[config.mk]
export PLATFORM = sky130hd
export DESIGN_NAME = xbus_ctrl
export DESIGN_NICKNAME = d
export VERILOG_FILES = /design/src/rtl/xbus_ctrl.sv
export SDC_FILE = /design/constraint.sdc
export NUM_CORES = 1
export LEC_CHECK = 0
export ABC_AREA = 0
export BUFFER_PORTS_ARGS = -buffer_cell sky130_fd_sc_hd__buf_2
export CAP_MARGIN = 20
export CORE_ASPECT_RATIO = 0.9
export CORE_MARGIN = 8
export CORE_UTILIZATION = 36
export CTS_BUF_LIST = sky130_fd_sc_hd__clkbuf_4 sky130_fd_sc_hd__clkbuf_8 sky130_fd_sc_hd__clkbuf_16
export DETAILED_ROUTE_END_ITERATION = 7
export PLACE_DENSITY = 0.65
export SLEW_MARGIN = 20
export SYNTH_ARGS = -nofsm -noshare
export SYNTH_HDL_FRONTEND = slang
export SYNTH_SLANG_ARGS = --single-unit
[constraint.sdc]
create_clock -name clk -period 2.75 [get_ports clk]
set_clock_uncertainty 0.2 [all_clocks]
set_input_delay 0.1375 -clock clk [delete_from_list [all_inputs] [get_ports clk]]
set_output_delay 0.1375 -clock clk [all_outputs]
set_load 0.01 [all_outputs]
[src/rtl/xbus_ctrl.sv]
module xbus_ctrl #(
  parameter int AW = 16,
  parameter int BW = 8,
  parameter int WSW = 2,
  parameter logic [AW-1:0] WIN_LO = 'h2000,
  parameter logic [AW-1:0] WIN_HI = 'h3FFF
) (
  input  logic          clk,
  input  logic          rst_n,
  input  logic          req,
  input  logic          req_we,
  input  logic          req_word,
  input  logic          req_fetch,
  input  logic [AW-1:0] req_addr,
  input  logic [2*BW-1:0] req_wdata,
  output logic          rsp_busy,
  output logic          rsp_done,
  output logic          rsp_int,
  output logic [2*BW-1:0] rsp_rdata,
  input  logic          cfg_adv_mode,
  input  logic [WSW-1:0] cfg_wait_max,
  input  logic          ext_access,
  input  logic          ready,
  output logic          as_pin,
  output logic          rd_n,
  output logic          wr_n,
  output logic          inst,
  output logic [AW-BW-1:0] ad_hi,
  output logic [BW-1:0] ad_out,
  output logic          ad_oe,
  input  logic [BW-1:0] ad_in
);
  localparam int DW = 2 * BW;

  typedef enum logic [2:0] {S_IDLE, S_ADDR, S_STRB, S_WAIT, S_DATA, S_END, S_INT} st_t;

  st_t st;
  logic we_q, fetch_q, word_q, hi_q;
  logic [AW-1:0] addr_q;
  logic [DW-1:0] wdata_q, rdata_q;
  logic [WSW-1:0] wcnt;

  wire in_win   = (req_addr >= WIN_LO) && (req_addr <= WIN_HI);
  wire on_bus   = st inside {S_ADDR, S_STRB, S_WAIT, S_DATA, S_END};
  wire strobing = st inside {S_STRB, S_WAIT, S_DATA};
  wire adv_low  = st inside {S_ADDR, S_STRB, S_WAIT, S_DATA};
  wire more     = word_q && !hi_q;

  always_ff @(posedge clk or negedge rst_n) begin
    if (!rst_n) begin
      st      <= S_IDLE;
      we_q    <= 1'b0;
      fetch_q <= 1'b0;
      word_q  <= 1'b0;
      hi_q    <= 1'b0;
      addr_q  <= '0;
      wdata_q <= '0;
      rdata_q <= '0;
      wcnt    <= '0;
    end else begin
      case (st)
        S_IDLE: if (req) begin
          we_q    <= req_we;
          fetch_q <= req_fetch && !req_we;
          word_q  <= req_word;
          hi_q    <= 1'b0;
          addr_q  <= req_addr;
          wdata_q <= req_wdata;
          rdata_q <= '0;
          st      <= (in_win && ext_access) ? S_INT : S_ADDR;
        end
        S_INT:  st <= S_IDLE;
        S_ADDR: st <= S_STRB;
        S_STRB: begin
          wcnt <= WSW'(1);
          st   <= (ready || cfg_wait_max == '0) ? S_DATA : S_WAIT;
        end
        S_WAIT: begin
          if (ready || wcnt == cfg_wait_max) st <= S_DATA;
          else wcnt <= wcnt + 1'b1;
        end
        S_DATA: begin
          if (!we_q) begin
            if (hi_q) rdata_q[DW-1:BW] <= ad_in;
            else rdata_q[BW-1:0] <= ad_in;
          end
          st <= S_END;
        end
        S_END: begin
          if (more) begin
            hi_q   <= 1'b1;
            addr_q <= addr_q + 1'b1;
            st     <= S_ADDR;
          end else begin
            st <= S_IDLE;
          end
        end
        default: st <= S_IDLE;
      endcase
    end
  end

  assign rsp_busy  = st != S_IDLE;
  assign rsp_int   = st == S_INT;
  assign rsp_done  = rsp_int || (st == S_END && !more);
  assign rsp_rdata = rdata_q;

  assign as_pin = cfg_adv_mode ? !adv_low : (st == S_ADDR);
  assign rd_n   = !(strobing && !we_q);
  assign wr_n   = !(strobing && we_q);
  assign inst   = on_bus && fetch_q;
  assign ad_oe  = (st == S_ADDR) || (we_q && st == S_DATA);
  assign ad_hi  = addr_q[AW-1:BW];
  assign ad_out = (st == S_ADDR) ? addr_q[BW-1:0]
                : (hi_q ? wdata_q[DW-1:BW] : wdata_q[BW-1:0]);


  ale_quiet_chk: assert property (@(posedge clk) disable iff (!rst_n)
    (!cfg_adv_mode && as_pin) |-> (rd_n && wr_n && ad_oe));

  adv_idle_chk: assert property (@(posedge clk) disable iff (!rst_n)
    (cfg_adv_mode && !rsp_busy) |-> as_pin);

  wdata_phase_chk: assert property (@(posedge clk) disable iff (!rst_n)
    $fell(wr_n) |-> !ad_oe);

  inst_hold_chk: assert property (@(posedge clk) disable iff (!rst_n)
    (!rd_n && $past(!rd_n)) |-> $stable(inst));

  int_quiet_chk: assert property (@(posedge clk) disable iff (!rst_n)
    rsp_int |-> (rd_n && wr_n && !inst && rsp_done));

  wait_cap_chk: assert property (@(posedge clk) disable iff (!rst_n)
    (st == S_WAIT) |-> (wcnt <= cfg_wait_max && wcnt != '0));

  rw_excl_chk: assert property (@(posedge clk) disable iff (!rst_n)
    !(!rd_n && !wr_n));
endmodule

## Yosys cells after proc, flatten, opt, wreduce, memory -nomap -nowiden

Cells that the tools add are included.

- Input bits: 51
- Register bits after elaboration: 57

- Equality and inequality tests: 14
- Mux-type cells: 22
- Reductions and logical operators: 35
- Add/sub/neg operators: 2
- Order comparisons: 2

Operators by type and width:

| cell | number |
|---|---|
| 2-to-1 mux 16 bit | 4 |
| one-hot mux 16 bit (2 select lines) | 2 |
| 2-to-1 mux 8 bit | 4 |
| one-hot mux 3 bit (6 select lines) | 1 |
| adder 16 x 1 -> 16 bit, second input constant | 1 |
| >= comparator 16 x 14 -> 1 bit, second input constant | 1 |
| <= comparator 16 x 14 -> 1 bit, second input constant | 1 |
| 2-to-1 mux 3 bit | 4 |
| != test 2 bit, second input constant | 6 |
| == test 3 bit, second input constant | 3 |
| logical AND 1 bit | 9 |
| AND reduction 4 bit | 2 |
| zero test 1 bit | 7 |
| == test 3 x 2 -> 1 bit, second input constant | 2 |
| AND reduction 2 bit | 3 |
| nonzero test 2 bit | 3 |
| nonzero test 3 bit | 2 |
| nonzero test 5 bit | 1 |
| logical OR 1 bit | 4 |
| 2-to-1 mux 1 bit | 4 |
| one-hot mux 2 bit (2 select lines) | 1 |
| nonzero test 4 bit | 1 |
| == test 3 x 1 -> 1 bit, second input constant | 1 |
| zero test 3 bit | 1 |
| other kinds (7) | 7 |

## Depth between registers and ports, before layout

Gate-level depths: netlist of the first run.

- Word-level depth: 6
- Gate-level depth with buffers: 7
- Depth with buffers taken out: 6

## Least setup slack after synthesis of the first run

No wires, ideal clock.

- Path kind: flip-flop to flip-flop
- From: register st[0]
- To: register addr_q[10]
- Clock period less this slack: 1826 ps
- Setup time: 126 ps
- Path slack: 924 ps
- Stages on the path, launching flop included: 7
- Data arrival time: 1500 ps
- Cells stage by stage: dfrtp_1 > buf_4 > or3b_1 > a21oi_1 > buf_2 > buf_2 > a21oi_1

- Word-level cells in the longest chain between the ends: 3

RTL lines:

| item | RTL line | source |
|---|---|---|
| start: declaration | 37 | `st_t st;` |
| start signal: assignment | 70 | `st <= (in_win && ext_access) ? S_INT : S_ADDR;` |
| start signal: assignment | 76 | `st <= (ready \|\| cfg_wait_max == '0) ? S_DATA : S_WAIT;` |
| == test 3 bit or zero test 3 bit (tied branches) | 61 | `case (st)` |
| != test 2 bit (no source line) or nonzero test 2 bit (tied branches) | -- |  |
| AND reduction 3 bit (no source line) | -- |  |
| end signal: assignment | 67 | `addr_q <= req_addr;` |
| end signal: assignment | 92 | `addr_q <= addr_q + 1'b1;` |
| end: declaration | 39 | `logic [AW-1:0] addr_q;` |

Several ways; a longest one is shown, not always the timed one.
A chain may end at the register's enable or synchronous reset.

## Final worst setup path of the first run

- From: input req_addr[15]
- To: register st[1]

- Word-level cells in the longest chain between the ends: 6

RTL lines:

| item | RTL line | source |
|---|---|---|
| start: declaration | 14 | `input logic [AW-1:0] req_addr,` |
| >= comparator 16 x 14 -> 1 bit or <= comparator 16 x 14 -> 1 bit (tied branches) | 43 | `wire in_win = (req_addr >= WIN_LO) && (req_addr <= WIN_HI);` |
| logical AND 1 bit (*) | 43 |  |
| logical AND 1 bit (*) | 70 |  |
| 2-to-1 mux 3 bit (*) | 70 |  |
| 2-to-1 mux 3 bit (*) | 62 | `S_IDLE: if (req) begin` |
| one-hot mux 3 bit (6 select lines) (*) | 61 |  |

Every way passes the cells marked *; elsewhere a longest branch is shown, timed or not. The select of a mux whose other input is x is not followed.

==> results of run 1 <==
## through the flow
| stage | util (%) | setup slack [ns] | power, mW | hold WS [ns] | area [sq um] |
|---|---|---|---|---|---|
| floorplan | - | 0.924 | 2.97 | -0.358 | 3070 |
| finish | 49.3 | 0.514 | 4.35 | 0.000380 | 4140 |
| global route | 49.3 | 0.287 | 4.72 | 0.00846 | 4140 |
| CTS | 49.3 | 0.450 | 4.40 | 0.00543 | 4140 |
| global placement | 42.5 | 0.630 | 3.57 | -0.209 | 3570 |
| detailed placement | 42.5 | 0.581 | 3.63 | -0.208 | 3570 |
## power breakdown
part	switching, mW	leakage, nW	internal [mW]
sequential	0.359	0.701	1.24
combinational	1.09	1.18	0.950
clock	0.318	0.100	0.392
total	1.76	1.98	2.58
## placed cells by master, fill, tap and decap left out, types with 2 or more instances in the layout
cell type and count:
buf_2 90, dfrtp_1 57, dlygate4sd3_1 39, mux2_2 33, o21ai_0 31, a21oi_1 30, nand2_1 24, and3_1 15
nor2_1 15, clkbuf_8 11, mux2i_1 10, nand3_1 8, buf_4 8, inv_1 7, nor3_1 4, a21o_1 4
o22ai_1 4, nor2b_1 3, nand3b_1 3, clkinv_2 3, nand2b_1 2, xnor2_1 2, nand3_2 2, a22o_1 2
a21o_2 2, clkbuf_4 2
## state kept, by name, summed over array words and instances, names as in the netlist
signal and cells:
wcnt 2, rsp_rdata 16, addr_q 16, st 3, fetch_q 1, we_q 1, wdata_q 16, hi_q 1
word_q 1
## kinds of logic (layout without fill, tap and decap cells)
kind of cell	Yosys count	after routing	synth area share, %
and+or+nand+nor	87	87	15.2
AOI/OAI and AO/OA	85	85	16.2
DFF	57	57	46.5
muxes	44	44	15.7
buffers and inverters	33	160	5.39
xor gates and xnor gates	2	2	0.571
adders and majority gates	1	1	0.408
## worst max-delay path, cell delays in order
cell and delay, ns:
dlygate4sd3_1 0.54, buf_2 0.14, nor4bb_1 0.47, nand2_1 0.13, dlygate4sd3_1 0.58, a221oi_1 0.25
## metal layers
metal	up-vias	track usage [%]	wire length [microns]
met3	14	4.24	307
met1	1308	18.6	3810
met2	66	24.3	4160
met5	-	0	0
li1	1360	-	-
met4	0	5.04	167
## path summary, 6_finish.rpt
| path | start | endpoint | slack (ns) | depth (start not counted) |
|---|---|---|---|---|
| setup / recovery | req_addr[15] | st[1] | 0.51 | 6 |
| hold / removal | req_addr[7] | addr_q[7] | 0.0004 | 3 |
| setup reg to reg | st[1] | wdata_q[8] | 0.55 | 4 |
| max in group asynchronous | rst_n | rsp_rdata[10] | 1.49 | 3 |
| hold reg to reg | rsp_rdata[6] | rsp_rdata[6] | 0.30 | 1 |
| min in group asynchronous | rst_n | addr_q[12] | 0.17 | 3 |
## area by class of cell
cell class | count | area, sq um
repair buffers | 137 | 901
multi-input cells | 219 | 1480
fillers | 776 | 4270
clock buffers | 13 | 166
inverters | 7 | 26.3
flip-flops and latches | 57 | 1430
clock inverters | 3 | 15.0
well taps | 102 | 128
## repair_timing
action,4_1_cts,5_1_grt
hold endpoints to repair,93,0
endpoints found under the setup margin,0,0
hold buffers,39,0
==> flow_metrics.tcl, run 1 <==
set metrics [dict create \
    fin_nets 483 \
    ys_seq_area_share_pct 46.5 \
    maxSlewViolCount 0 \
    die_area_sq_mm 0.0117 \
    finalWorstPathRequiredPeriod_ns 2.24 \
    pin_count 91 \
    vias 2748 \
    powerDensity_mw_per_mm2 1050 \
    tightest_slew_ns 0.580 \
    syn_inst 309 \
    grt_max_degree 30 \
    crit_type "input pin to register" \
    io_buffers 90 \
    synth_area_per_cell_sq_um 9.92 \
    ys_types 47 \
    setup_tns_ns 0 \
    max-vdd-ir-drop_v 0.000511 \
    die_y_microns 104 \
    hold_violations 0 \
    start_util_pct 36.5 \
    synth_nets 361 \
    yosys_warnings 0 \
    die_x_microns 113 \
    cts.sink_count 57 \
    fin_crit_sh_pct 81.3 \
    rsz0062_at_grt "no" \
    viasPerCell 5.11 \
    cts_root_buf "clkbuf_8" \
    htree_levels 3 \
    synth_edf_count 0 \
    setup_viol 0 \
    coreArea_sq_mm 0.00841 \
    cts_buffers 9 \
    synthArstFlopShare_pct 100 \
    hp-class "input pin to register" \
    antenna_found_initial 0 \
    grt_pass1_vias 2920 \
    crit_arrival_ns 2.26 \
    area_delta_synth_final_pct 35.1 \
    leakage_nw 1.98 \
    first_iter_violations 161 \
    overflow 0 \
    cts_tree "yes" \
    clkTransAtPathRegs_ns 0.07 \
    syn_area_sq_mm 0.00307 \
    synthTopCellsByCount "57 x dfrtp_1, 33 x mux2_2, 31 x o21ai_0" \
    drc 0 \
    drv_cap 0 \
    yosysTopAreaCellShare_pct 46.5 \
    diodes 0 \
    end_kind "register" \
    cp-start-kind "input pin" \
    wirelength_microns 8450 \
    ys_top_cells_by_area "dfrtp_1 47%, mux2_2 12%, o21ai_0 5.1%" \
    ys.flop_type "dfrtp_1" \
    critPathRequiredTime_ns 2.78 \
    cts_max_path_buffers 2 \
    wl_per_cell_microns 15.7 \
    dp_cells 483 \
    yosysMostFrequentCell "dfrtp_1" \
    grt_pass1_wl_microns 14400 \
    ys_ff_latch 57 \
    worstPathMaxFanout 2 \
    fmax_ghz 0.447 \
    yosysTopAreaCell "dfrtp_1" \
    ant_nets 0 \
    rows 32 \
    dpl.hpwl_microns 6160 \
    fin_cells 538 \
    status "complete, no violations" \
    drtPass1Iterations 4 \
    post-cts-setup-buffer-count 0 \
    clk_latency_ns 0.33 \
    post_cts_resized 0 \
    finalWeightedCongestion 0.777 \
    drive_gt1_share_pct 36.0 \
    gr-usage-all-layers_pct 15.0 \
    slew-limit-headroom_pct 61.2 \
]
Note: power is estimated with default switching activity, not from simulation.
==> inputs of run 2 (changes only) <==
--- a/config.mk
+++ b/config.mk
@@ -13,7 +13,7 @@
 export CORE_UTILIZATION = 36
 export CTS_BUF_LIST = sky130_fd_sc_hd__clkbuf_4 sky130_fd_sc_hd__clkbuf_8 sky130_fd_sc_hd__clkbuf_16
 export DETAILED_ROUTE_END_ITERATION = 7
-export PLACE_DENSITY = 0.65
+export PLACE_DENSITY = 0.67
 export SLEW_MARGIN = 20
 export SYNTH_ARGS = -nofsm -noshare
 export SYNTH_HDL_FRONTEND = slang
==> constraint.sdc (replaced) <==
create_clock -name clk -period 2 [get_ports clk]
set_clock_uncertainty 0.2 [all_clocks]
set_input_delay 0.1 -clock clk [delete_from_list [all_inputs] [get_ports clk]]
set_output_delay 0.1 -clock clk [all_outputs]
set_load 0.01 [all_outputs]
==> flow_metrics.tcl, run 2 (synthesized netlist as in run 1, its figures left out) <==
set metrics [dict create \
    grt_max_degree 58 \
    crit_arrival_ns 2.03 \
    wl_met1_microns 4070 \
    wl_per_cell_microns 16.1 \
    fin_nets 520 \
    crit_path_top_delay_cell "dfrtp_1" \
    finalWeightedCongestion 0.806 \
    cts_max_path_buffers 2 \
    postLayoutCoreUtil_pct 55.3 \
    drtPass1Iterations 4 \
    register_area_sq_mm 0.00143 \
    cts.sink_count 57 \
    end_kind "register" \
    viasPerCell 5.18 \
    path_buf_inv 2 \
    overflow 0 \
    final_cell_mix "89 x buf_2, 55 x dfrtp_1, 48 x dlygate4sd3_1, 33 x mux2_2, 29 x a21oi_1" \
    fin_crit_sh_pct 97.5 \
    diodes 0 \
    rsz0062_at_grt "yes" \
    vias 2980 \
    die_y_microns 104 \
    wl_met3_microns 392 \
    die_x_microns 113 \
    htree_levels 3 \
    antenna_found_initial 0 \
    leakage_nw 2.22 \
    worstPathMaxFanout 20 \
    critPathRequiredTime_ns 2.08 \
    drv_cap 0 \
    status "complete, no violations" \
    cts_buffers 9 \
    pre_cts_ws_ns 0.111 \
    finalWorstPathRequiredPeriod_ns 1.95 \
    pin_count 91 \
    cpPeakStageDelay_ns 0.44 \
    finalWorstSetupSlack_ns 0.0490 \
    clkTransAtPathRegs_ns 0.07 \
    start_util_pct 36.5 \
    multiInputGateArea_sq_mm 0.00152 \
    grt_pass1_vias 3094 \
    max-vdd-ir-drop_v 0.000889 \
    rows 32 \
    nFillCells 717 \
    fmax_ghz 0.513 \
    slew-limit-headroom_pct 66.4 \
    cp-start-kind "register" \
    gr-usage-all-layers_pct 15.8 \
    tightest_slew_ns 0.497 \
    first_iter_violations 91 \
    hp-class "input pin to register" \
    cts_tree "yes" \
    coreArea_sq_mm 0.00841 \
    clk_latency_ns 0.34 \
    met2_wirelength_microns 4550 \
    setup_viol 0 \
    area_delta_synth_final_pct 51.5 \
    topRoutingLayerUsed "met4" \
    die_area_sq_mm 0.0117 \
    ant_nets 0 \
    power_mw 7.06 \
    crit_family "simple AND/OR/NAND/NOR gates" \
    cts_root_buf "clkbuf_8" \
    layout_commonest_cell "buf_2" \
    hold_violations 0 \
    wirelength_microns 9250 \
    crit_chain "buf_4 > or3b_1 > a21oi_1 > buf_6 > and3_1 > a221o_1" \
    drive_gt1_share_pct 41.6 \
    dpl.hpwl_microns 6110 \
    powerDensity_mw_per_mm2 1520 \
    crit_type "register to register" \
    maxSlewViolCount 0 \
    drc 0 \
    io_buffers 90 \
    grt_pass1_wl_microns 15000 \
]
run 2: changes by cell type in the layout (fill, tap and decap cells not counted), moves of 3 or more:
cell and change:
buf_4 +20, dlygate4sd3_1 +9, buf_6 +6, bufinv_16 +4
o21ai_0 -4, clkinv_2 -3, nor3_1 -3
run 2: layer usage:
metal  vias up  global-route usage, %
met1      1458                   19.2
met4         0                   7.22
met5         -                      0
met3        19                   4.29
li1       1426                      -
met2        77                   25.4
run 2: worst paths after layout:
check / depth (start not counted) / slack, ns / endpoint / from
max: 6 / 0.05 / addr_q[15] / st[2]
min: 4 / 0.02 / addr_q[13] / req_addr[13]
min in group asynchronous: 3 / 0.09 / rsp_rdata[0] / rst_n
min reg2reg: 1 / 0.30 / rsp_rdata[9] / rsp_rdata[9]
max reg2reg: 6 / 0.05 / addr_q[15] / st[2]
max in group asynchronous: 3 / 1.24 / st[1] / rst_n
run 2: stage by stage:
step | instances | setup TNS (ns) | hold WS [ns] | area [sq um]
6_report | 575 | 0 | 0.0188 | 4650
3_5_place_dp | 497 | 0 | -0.0728 | 3700
3_3_place_gp | 497 | 0 | -0.0728 | 3700
2_1_floorplan | 309 | 0 | -0.396 | 3070
4_1_cts | 564 | -0.0175 | 0.0169 | 4480
5_1_grt | 575 | -0.446 | 0.0402 | 4650
run 2: power breakdown:
group | internal (mW) | switching, mW | total [mW]
combinational | 1.69 | 1.76 | 3.45
sequential | 1.71 | 0.442 | 2.15
clock | 0.982 | 0.479 | 1.46
total | 4.39 | 2.68 | 7.06
run 2: layout make-up:
cell class / count / area share (%)
clock buffer: 11 / 2.99
tap: 102 / 2.75
sequential: 57 / 30.8
multi-input combinational: 219 / 32.8
inverter: 7 / 0.646
timing repair buffer: 174 / 27.3
clock inverter: 5 / 2.75
run 2: what timing repair did:
action                     in CTS  in global routing
cloned                          2                  1
buffers inserted                1                 10
hold buffers                   48                  0
pin swaps                       0                  3
hold endpoints to repair      111                  0
resized for setup               8                 22
setup endpoints to repair      10                 16
run 2: worst register-to-register path: cells and delay by family (launching register included):
| kind | cells | cell delay (ns) |
|---|---|---|
| DFF | 1 | 0.44 |
| and+or+nand+nor | 2 | 0.58 |
| AOI/OAI and AO/OA | 2 | 0.30 |
| buffers and inverters | 2 | 0.38 |
